`config.mk`:
```
export PLATFORM = sky130hd
export DESIGN_NAME = cpdec_top
export DESIGN_NICKNAME = d
export VERILOG_FILES = /design/src/rtl/cpdec_pkg.sv /design/src/rtl/cpdec_ctrl.sv /design/src/rtl/cpdec_dp.sv /design/src/rtl/cpdec_top.sv
export SDC_FILE = /design/constraint.sdc
export NUM_CORES = 1
export LEC_CHECK = 0
export ABC_AREA = 1
export ABC_CLOCK_PERIOD_IN_PS = 4600
export BUFFER_PORTS_ARGS = -buffer_cell sky130_fd_sc_hd__buf_2
export CAP_MARGIN = 20
export CELL_PAD_IN_SITES_DETAIL_PLACEMENT = 0
export CELL_PAD_IN_SITES_GLOBAL_PLACEMENT = 1
export CORE_UTILIZATION = 26
export DETAILED_ROUTE_END_ITERATION = 7
export GPL_TIMING_DRIVEN = 0
export HOLD_SLACK_MARGIN = 0.08
export PLACE_DENSITY = 0.75
export SYNTH_ARGS = -nofsm -noshare
export SYNTH_HDL_FRONTEND = slang
export SYNTH_HIERARCHICAL = 1
export SYNTH_SLANG_ARGS = --single-unit
```
`constraint.sdc`:
```
create_clock -name clk -period 4.6 [get_ports clk]
set_input_delay 1.38 -clock clk [delete_from_list [all_inputs] [get_ports clk]]
set_output_delay 1.38 -clock clk [all_outputs]
set_load 0.02 [all_outputs]
```
`src/rtl/cpdec_pkg.sv`:
```
package cpdec_pkg;

  localparam logic [3:0] CLS_LDCFG  = 4'h1;
  localparam logic [3:0] CLS_LDDSEL = 4'h2;
  localparam logic [3:0] CLS_ARRRD  = 4'h4;
  localparam logic [3:0] CLS_ARRWR  = 4'h5;

  typedef struct packed {
    logic ldCfg;
    logic ldDsel;
    logic arrRd;
    logic arrWr;
    logic xferAddr;
    logic selArr;
    logic dqDrive;
  } ctlStb_t;

  function automatic logic needsData(input logic [3:0] cls);
    return (cls == CLS_LDCFG) || (cls == CLS_LDDSEL) ||
           (cls == CLS_ARRRD) || (cls == CLS_ARRWR);
  endfunction

  function automatic logic wantsWrite(input logic [3:0] cls);
    return cls != CLS_ARRRD;
  endfunction

endpackage

```
`src/rtl/cpdec_ctrl.sv`:
```
module cpdec_ctrl
  import cpdec_pkg::*;
#(
  parameter int AC_W = 12
) (
  input  logic            clk,
  input  logic            rstN,
  input  logic            busEnN,
  input  logic            wrN,
  input  logic            oeN,
  input  logic            addrValid,
  input  logic            segSel,
  input  logic [AC_W-1:0] acBus,
  input  logic [AC_W+1:0] dqLow,
  input  logic            devEn,
  input  logic            swMode,
  output ctlStb_t         stb,
  output logic            cmdValid,
  output logic [AC_W-1:0] cmdCode,
  output logic            cmdSeg,
  output logic            cmdWrite,
  output logic            xSeg,
  output logic [AC_W-5:0] xOperand,
  output logic            errFlag,
  output logic            pendFlag,
  output logic [AC_W-1:0] lastInstr
);

  localparam int OP_W = AC_W - 4;

  logic            cycOn, isWr, ctlCyc, memCyc;
  logic            swLoad, swXfer, hwCtl;
  logic [AC_W-1:0] newInstr;
  logic            newSeg, newWrite;
  logic [3:0]      newCls, xCls;
  logic            xferTry, xferOk, mismatch, statusRead;
  logic            pendQ, pendSegQ;
  logic [AC_W-1:0] pendInstrQ;

  assign cycOn  = !busEnN && devEn;
  assign isWr   = !wrN;
  assign ctlCyc = cycOn && addrValid;
  assign memCyc = cycOn && !addrValid;

  assign swLoad = swMode && ctlCyc && !pendQ && isWr;
  assign swXfer = swMode && ctlCyc && pendQ;
  assign hwCtl  = !swMode && ctlCyc;

  assign newInstr = swMode ? dqLow[AC_W-1:0] : acBus;
  assign newSeg   = swMode ? dqLow[AC_W] : segSel;
  assign newWrite = swMode ? !dqLow[AC_W+1] : isWr;
  assign newCls   = newInstr[AC_W-1 -: 4];

  assign xCls     = swXfer ? pendInstrQ[AC_W-1 -: 4] : newCls;
  assign xferTry  = swXfer || (hwCtl && needsData(newCls));
  assign xferOk   = xferTry && (wantsWrite(xCls) == isWr);
  assign mismatch = xferTry && !xferOk;
  assign xSeg     = swXfer ? pendSegQ : newSeg;
  assign xOperand = swXfer ? pendInstrQ[OP_W-1:0] : newInstr[OP_W-1:0];

  assign cmdValid = (swLoad || hwCtl) && !needsData(newCls);
  assign cmdCode  = newInstr;
  assign cmdSeg   = newSeg;
  assign cmdWrite = newWrite;

  always_comb begin
    stb          = '0;
    stb.ldCfg    = xferOk && (xCls == CLS_LDCFG);
    stb.ldDsel   = xferOk && (xCls == CLS_LDDSEL);
    stb.arrWr    = (memCyc && isWr) || (xferOk && (xCls == CLS_ARRWR));
    stb.arrRd    = (memCyc && !isWr) || (xferOk && (xCls == CLS_ARRRD));
    stb.xferAddr = xferOk;
    stb.selArr   = stb.arrRd;
    stb.dqDrive  = cycOn && !isWr && !oeN;
  end

  assign statusRead = ctlCyc && !isWr && !stb.selArr;

  always_ff @(posedge clk or negedge rstN) begin
    if (!rstN) begin
      pendQ      <= 1'b0;
      pendSegQ   <= 1'b0;
      pendInstrQ <= '0;
      lastInstr  <= '0;
      errFlag    <= 1'b0;
    end else begin
      if (swXfer) begin
        pendQ <= 1'b0;
      end else if (swLoad && needsData(newCls)) begin
        pendQ      <= 1'b1;
        pendSegQ   <= newSeg;
        pendInstrQ <= newInstr;
      end
      if (swLoad || hwCtl) lastInstr <= newInstr;
      if (mismatch)        errFlag <= 1'b1;
      else if (statusRead) errFlag <= 1'b0;
    end
  end

  assign pendFlag = pendQ;

  a_r2_pend_set: assert property (@(posedge clk) disable iff (!rstN)
    (swLoad && needsData(newCls)) |=> pendFlag);

  a_r4_read_no_load: assert property (@(posedge clk) disable iff (!rstN)
    (swMode && ctlCyc && !isWr && !pendQ) |=> ($stable(lastInstr) && !pendFlag));

  a_r6_err_set: assert property (@(posedge clk) disable iff (!rstN)
    mismatch |=> (errFlag && !pendFlag));

  a_r9_idle_quiet: assert property (@(posedge clk) disable iff (!rstN)
    (busEnN || !devEn) |-> (!stb.arrRd && !stb.arrWr && !cmdValid && !stb.dqDrive));

endmodule

```
`src/rtl/cpdec_dp.sv`:
```
module cpdec_dp
  import cpdec_pkg::*;
#(
  parameter int AC_W   = 12,
  parameter int DQ_W   = 32,
  parameter int PAGE_W = 4
) (
  input  logic            clk,
  input  logic            rstN,
  input  logic            csN1,
  input  logic            csN2,
  input  logic            segSel,
  input  logic [AC_W-1:0] acBus,
  input  logic [DQ_W-1:0] dqIn,
  input  logic            vbIn,
  input  logic [DQ_W-1:0] arrRdData,
  input  logic            arrRdVld,
  input  ctlStb_t         stb,
  input  logic            xSeg,
  input  logic [AC_W-5:0] xOperand,
  input  logic            errFlag,
  input  logic            pendFlag,
  input  logic [AC_W-1:0] lastInstr,
  output logic            devEn,
  output logic            swMode,
  output logic [DQ_W-1:0] dqOut,
  output logic            dqOe,
  output logic            vbOut,
  output logic [AC_W:0]   arrAddr,
  output logic [DQ_W-1:0] arrWrData,
  output logic            arrWrVld
);

  localparam int CFG_MODE_BIT = 0;
  localparam int CFG_PAGE_LSB = 4;
  localparam int DSEL_EN_BIT  = 8;
  localparam int ST_LAST_LSB  = 4;

  logic              swModeQ, dselEnQ;
  logic [PAGE_W-1:0] pageQ, dselValQ;
  logic [DQ_W-1:0]   status;

  always_ff @(posedge clk or negedge rstN) begin
    if (!rstN) begin
      swModeQ  <= 1'b0;
      pageQ    <= '0;
      dselEnQ  <= 1'b0;
      dselValQ <= '0;
    end else begin
      if (stb.ldCfg) begin
        swModeQ <= dqIn[CFG_MODE_BIT];
        pageQ   <= dqIn[CFG_PAGE_LSB +: PAGE_W];
      end
      if (stb.ldDsel) begin
        dselEnQ  <= dqIn[DSEL_EN_BIT];
        dselValQ <= dqIn[PAGE_W-1:0];
      end
    end
  end

  assign swMode = swModeQ;
  assign devEn  = !csN1 || !csN2 || (dselEnQ && (dselValQ == pageQ));

  always_comb begin
    status                          = '0;
    status[0]                       = errFlag;
    status[1]                       = pendFlag;
    status[2]                       = swModeQ;
    status[ST_LAST_LSB +: AC_W]     = lastInstr;
  end

  assign arrAddr   = stb.xferAddr ? {xSeg, 4'b0000, xOperand} : {segSel, acBus};
  assign arrWrData = dqIn;
  assign arrWrVld  = vbIn;

  assign dqOe  = stb.dqDrive;
  assign dqOut = stb.dqDrive ? (stb.selArr ? arrRdData : status) : '0;
  assign vbOut = stb.dqDrive && stb.selArr && arrRdVld;

  a_r10_cfg_load: assert property (@(posedge clk) disable iff (!rstN)
    stb.ldCfg |=> (swModeQ == $past(dqIn[CFG_MODE_BIT]) &&
                   pageQ == $past(dqIn[CFG_PAGE_LSB +: PAGE_W])));

  a_r1_mem_addr: assert property (@(posedge clk) disable iff (!rstN)
    ((stb.arrWr || stb.arrRd) && !stb.xferAddr) |-> (arrAddr == {segSel, acBus}));

  a_r8_dsel_hold: assert property (@(posedge clk) disable iff (!rstN)
    !stb.ldDsel |=> (dselEnQ == $past(dselEnQ) && dselValQ == $past(dselValQ)));

endmodule

```
`src/rtl/cpdec_top.sv`:
```
module cpdec_top
  import cpdec_pkg::*;
#(
  parameter int AC_W   = 12,
  parameter int DQ_W   = 32,
  parameter int PAGE_W = 4
) (
  input  logic            clk,
  input  logic            rstN,
  input  logic            busEnN,
  input  logic            wrN,
  input  logic            oeN,
  input  logic            csN1,
  input  logic            csN2,
  input  logic            addrValid,
  input  logic            segSel,
  input  logic [AC_W-1:0] acBus,
  input  logic [DQ_W-1:0] dqIn,
  output logic [DQ_W-1:0] dqOut,
  output logic            dqOe,
  input  logic            vbIn,
  output logic            vbOut,
  output logic            devEn,
  output logic            arrRd,
  output logic            arrWr,
  output logic [AC_W:0]   arrAddr,
  output logic [DQ_W-1:0] arrWrData,
  output logic            arrWrVld,
  input  logic [DQ_W-1:0] arrRdData,
  input  logic            arrRdVld,
  output logic            cmdValid,
  output logic [AC_W-1:0] cmdCode,
  output logic            cmdSeg,
  output logic            cmdWrite
);

  ctlStb_t         stb;
  logic            swMode, xSeg, errFlag, pendFlag;
  logic [AC_W-5:0] xOperand;
  logic [AC_W-1:0] lastInstr;

  cpdec_ctrl #(.AC_W(AC_W)) u_ctrl (
    .clk(clk), .rstN(rstN), .busEnN(busEnN), .wrN(wrN), .oeN(oeN),
    .addrValid(addrValid), .segSel(segSel), .acBus(acBus),
    .dqLow(dqIn[AC_W+1:0]), .devEn(devEn), .swMode(swMode), .stb(stb),
    .cmdValid(cmdValid), .cmdCode(cmdCode), .cmdSeg(cmdSeg), .cmdWrite(cmdWrite),
    .xSeg(xSeg), .xOperand(xOperand), .errFlag(errFlag), .pendFlag(pendFlag),
    .lastInstr(lastInstr)
  );

  cpdec_dp #(.AC_W(AC_W), .DQ_W(DQ_W), .PAGE_W(PAGE_W)) u_dp (
    .clk(clk), .rstN(rstN), .csN1(csN1), .csN2(csN2), .segSel(segSel),
    .acBus(acBus), .dqIn(dqIn), .vbIn(vbIn), .arrRdData(arrRdData),
    .arrRdVld(arrRdVld), .stb(stb), .xSeg(xSeg), .xOperand(xOperand),
    .errFlag(errFlag), .pendFlag(pendFlag), .lastInstr(lastInstr),
    .devEn(devEn), .swMode(swMode), .dqOut(dqOut), .dqOe(dqOe), .vbOut(vbOut),
    .arrAddr(arrAddr), .arrWrData(arrWrData), .arrWrVld(arrWrVld)
  );

  assign arrRd = stb.arrRd;
  assign arrWr = stb.arrWr;

endmodule

```
==> results_dict.tcl <==
set metrics [dict create \
    p_leak_nw 2.62 \
    syn_area_um2 2940 \
    violations "setup timing" \
    ios 185 \
    vdd_drop_max_mv 0.251 \
    fp.dieW_um 108 \
    root_buffer "clkbuf_16" \
    cpMaxStageDelayCell "mux2_4" \
    yosys.area_share.adder_pct 0 \
    wl_um 10400 \
    drt.antenna.violating_nets 0 \
    power_mw 1.62 \
    wl_met2_um 5420 \
    ys_ff_latch 37 \
    crit_top_cell "buf_6" \
    rows 38 \
    final_area_um2 4890 \
    io_buffers 165 \
    start_util_pct 26.9 \
    critPathLaunchType "primary input" \
    synth_mux_area_share_pct 4.59 \
    synthesis.nets 507 \
    internal-power_mw 0.979 \
    drc 0 \
    power_density_nw_per_um2 331 \
    end_kind "output port" \
    final_nets 701 \
    cp_data_arrival_time_ns 3.34 \
    p_sw_share_pct 39.4 \
    yosys.area_share.simple_pct 29.1 \
    slew_violations 0 \
    required_ns 3.22 \
    synth_area_per_cell_um2 7.01 \
    hold_viol_final 0 \
    netSwitchingPower_mw 0.637 \
    path_cells "buf_6, nand2_2, inv_2, nand2_4, inv_4, nor2_4, nand4_4, nand2_2, nand2_4, nor2_4, buf_4, nand3_4, nand3_4, inv_2, buf_6, buf_8, mux2_4, buf_6" \
    clkPwrFrac_pct 20.1 \
    synth_compound_area_share_pct 13.2 \
    vias_per_cell 4.35 \
    ys.flop_type "dfrtp_1" \
    ctsLongestPathBuffers 2 \
    hold_path.class "flip-flop to flip-flop" \
    holdPathStages 2 \
    postPlaceCellArea_um2 4020 \
    setup_viol 38 \
    h-tree-depth 2 \
    synth_cell_types 30 \
    crit_cells 18 \
    p_seq_share_pct 33.6 \
    die-area_um2 11700 \
    clock_sinks 37 \
    synth_xor_area_share_pct 0 \
    grt_pass1_wl_um 15800 \
    area_delta_synth_final_pct 66.1 \
    grt_use_total_pct 17.6 \
    period_needed_ns 4.72 \
    cts_buffers 5 \
    grt_max_degree 38 \
    first_pass_iters 4 \
    clk_latency_ns 0.27 \
    min_period_over_period_pct 103 \
    core_area_um2 10900 \
    cts_tree "done" \
    wire_per_inst_um 13.8 \
    rsz0062_at_grt "yes" \
    yosysSeqAreaShare_pct 31.5 \
    rr_worst_depth 18 \
    met3_length_um 789 \
    dpl.hpwl_um 8010 \
    combPwrFrac_pct 46.3 \
    antenna_found_initial 0 \
    post-place-ws_ns -0.458 \
    num_antenna_cells 0 \
    worst_pin_slew_ns 0.837 \
    setup_slack_ns -0.119 \
    cp_top_family "simple AND/OR/NAND/NOR gates" \
    grt_pass1_vias 3213 \
    synthArstFlopShare_pct 100 \
    dr.max_layer_used "met4" \
    wl_met1_um 4080 \
    synth_edf_count 0 \
    fmax_ghz 0.212 \
    postLayoutCoreUtil_pct 44.7 \
    overflow 0 \
    critPathKind "primary input to output port" \
    cp_num_buf_inv 8 \
    drv_cap 0 \
    max_stage_delay_ns 0.30 \
    path_clk_slew_ns 0.05 \
    fin_skew_ns 0.00422 \
    synth_warnings 6 \
    syn_inst 420 \
    vias 3283 \
    die_h_um 108 \
    drt_iter0_drc 139 \
    layout-drive-gt1-share_pct 56.4 \
    status "complete, but fails checks" \
    cp_max_fo 7 \
    whs_ns 0.486 \
    timing.slew.headroom_pct 44.2 \
    synth_top_family_by_area "simple AND/OR/NAND/NOR gates" \
    gp_congestion 0.798 \
]
==> power groups by stage <==
stage	Combinational (mW)	Sequential (mW)	Clock, mW
2_1_floorplan	0.459	0.507	0
3_3_place_gp	0.633	0.532	0
3_5_place_dp	0.641	0.534	0
4_1_cts	0.712	0.534	0.336
5_1_grt	0.825	0.560	0.347
6_report	0.748	0.543	0.325
==> metal layers <==
layer,vias up,GRT usage [%]
met5,-,0
met4,0,3.57
met3,9,2.65
met2,139,33.4
met1,1485,20.8
li1,1650,-
==> final cells by class <==
class | instances | area [um^2]
Timing Repair Buffer | 187 | 1260
Fill cell | 1143 | 6050
Sequential cell | 37 | 926
Tap cell | 140 | 175
Inverter | 64 | 250
Multi-Input combinational cell | 268 | 1710
Clock buffer | 7 | 143
Buffer | 51 | 429
==> through the flow <==
step                      setup TNS, ns  instances
after floorplan                       0        420
after global placement           -13.30        725
after detailed placement         -15.34        726
after CTS                         -3.44        748
after global routing              -9.57        754
final                             -3.19        754
==> Yosys cell counts (4+ instances only) <==
cell type   n  area (um^2)
o21ai_0    38          190
dfrtp_1    37          926
nor2_1     67          251
nand3_2     4         40.0
buf_6       6         67.6
a31oi_1     8         50.1
o21ai_2    12          105
inv_2       5         18.8
nand3_1     9         45.0
buf_4      37          278
nand2_1    94          353
nand2_2     7         43.8
mux2_2     12          135
inv_1      58          218
nor2_4      4         45.0
buf_2       4         20.0
==> path summary, 6_finish.rpt <==
| kind | start | slack [ns] | to |
|---|---|---|---|
| max | csN1 | -0.12 | arrAddr[6] |
| min | u_ctrl/errFlag | 0.49 | u_ctrl/errFlag |
| max reg2reg | u_dp/pageQ[3] | 1.81 | u_dp/dselValQ[0] |
| min reg2reg | u_ctrl/errFlag | 0.49 | u_ctrl/errFlag |
| max in group asynchronous | rstN | 2.86 | u_ctrl/lastInstr[9] |
| min in group asynchronous | rstN | 1.21 | u_ctrl/pendInstrQ[5] |
==> placed cells by master (no fill, tap or decap), drive strengths merged <==
master,n
inv,64
a21oi,2
nand4,3
nand3,13
clkbuf,12
a31oi,8
nor2,72
o21a,1
o21ai,53
buf,233
nand2,102
mux2,12
nor4,2
dfrtp,37
==> cells by family after synthesis <==
group | count (synthesis)
mux | 12
buf+inv | 115
flops | 37
compound gates | 64
simple gates | 192
==> registers in the layout, summed over array words and instances (netlist names) <==
signal / cells
u_ctrl/lastInstr: 12
u_dp/pageQ: 4
u_dp/swMode: 1
u_ctrl/pendInstrQ: 12
u_ctrl/errFlag: 1
u_ctrl/pendFlag: 1
u_dp/dselValQ: 4
u_dp/dselEnQ: 1
u_ctrl/pendSegQ: 1
==> timing repair <==
| action | CTS | global route |
|---|---|---|
| gates resized for setup | 123 | 36 |
| gates cloned | 2 | 1 |
| setup endpoints to repair | 47 | 47 |
| pin swaps | 15 | 10 |
| buffers inserted | 13 | 5 |
| hold buffers | 0 | 0 |
==> worst min-delay path, cell delays in order, from the launching register on <==
cell and delay, ns:
dfrtp_1 0.35, nand2_1 0.06, nand2_1 0.05
(Power assumes the default switching activity.)
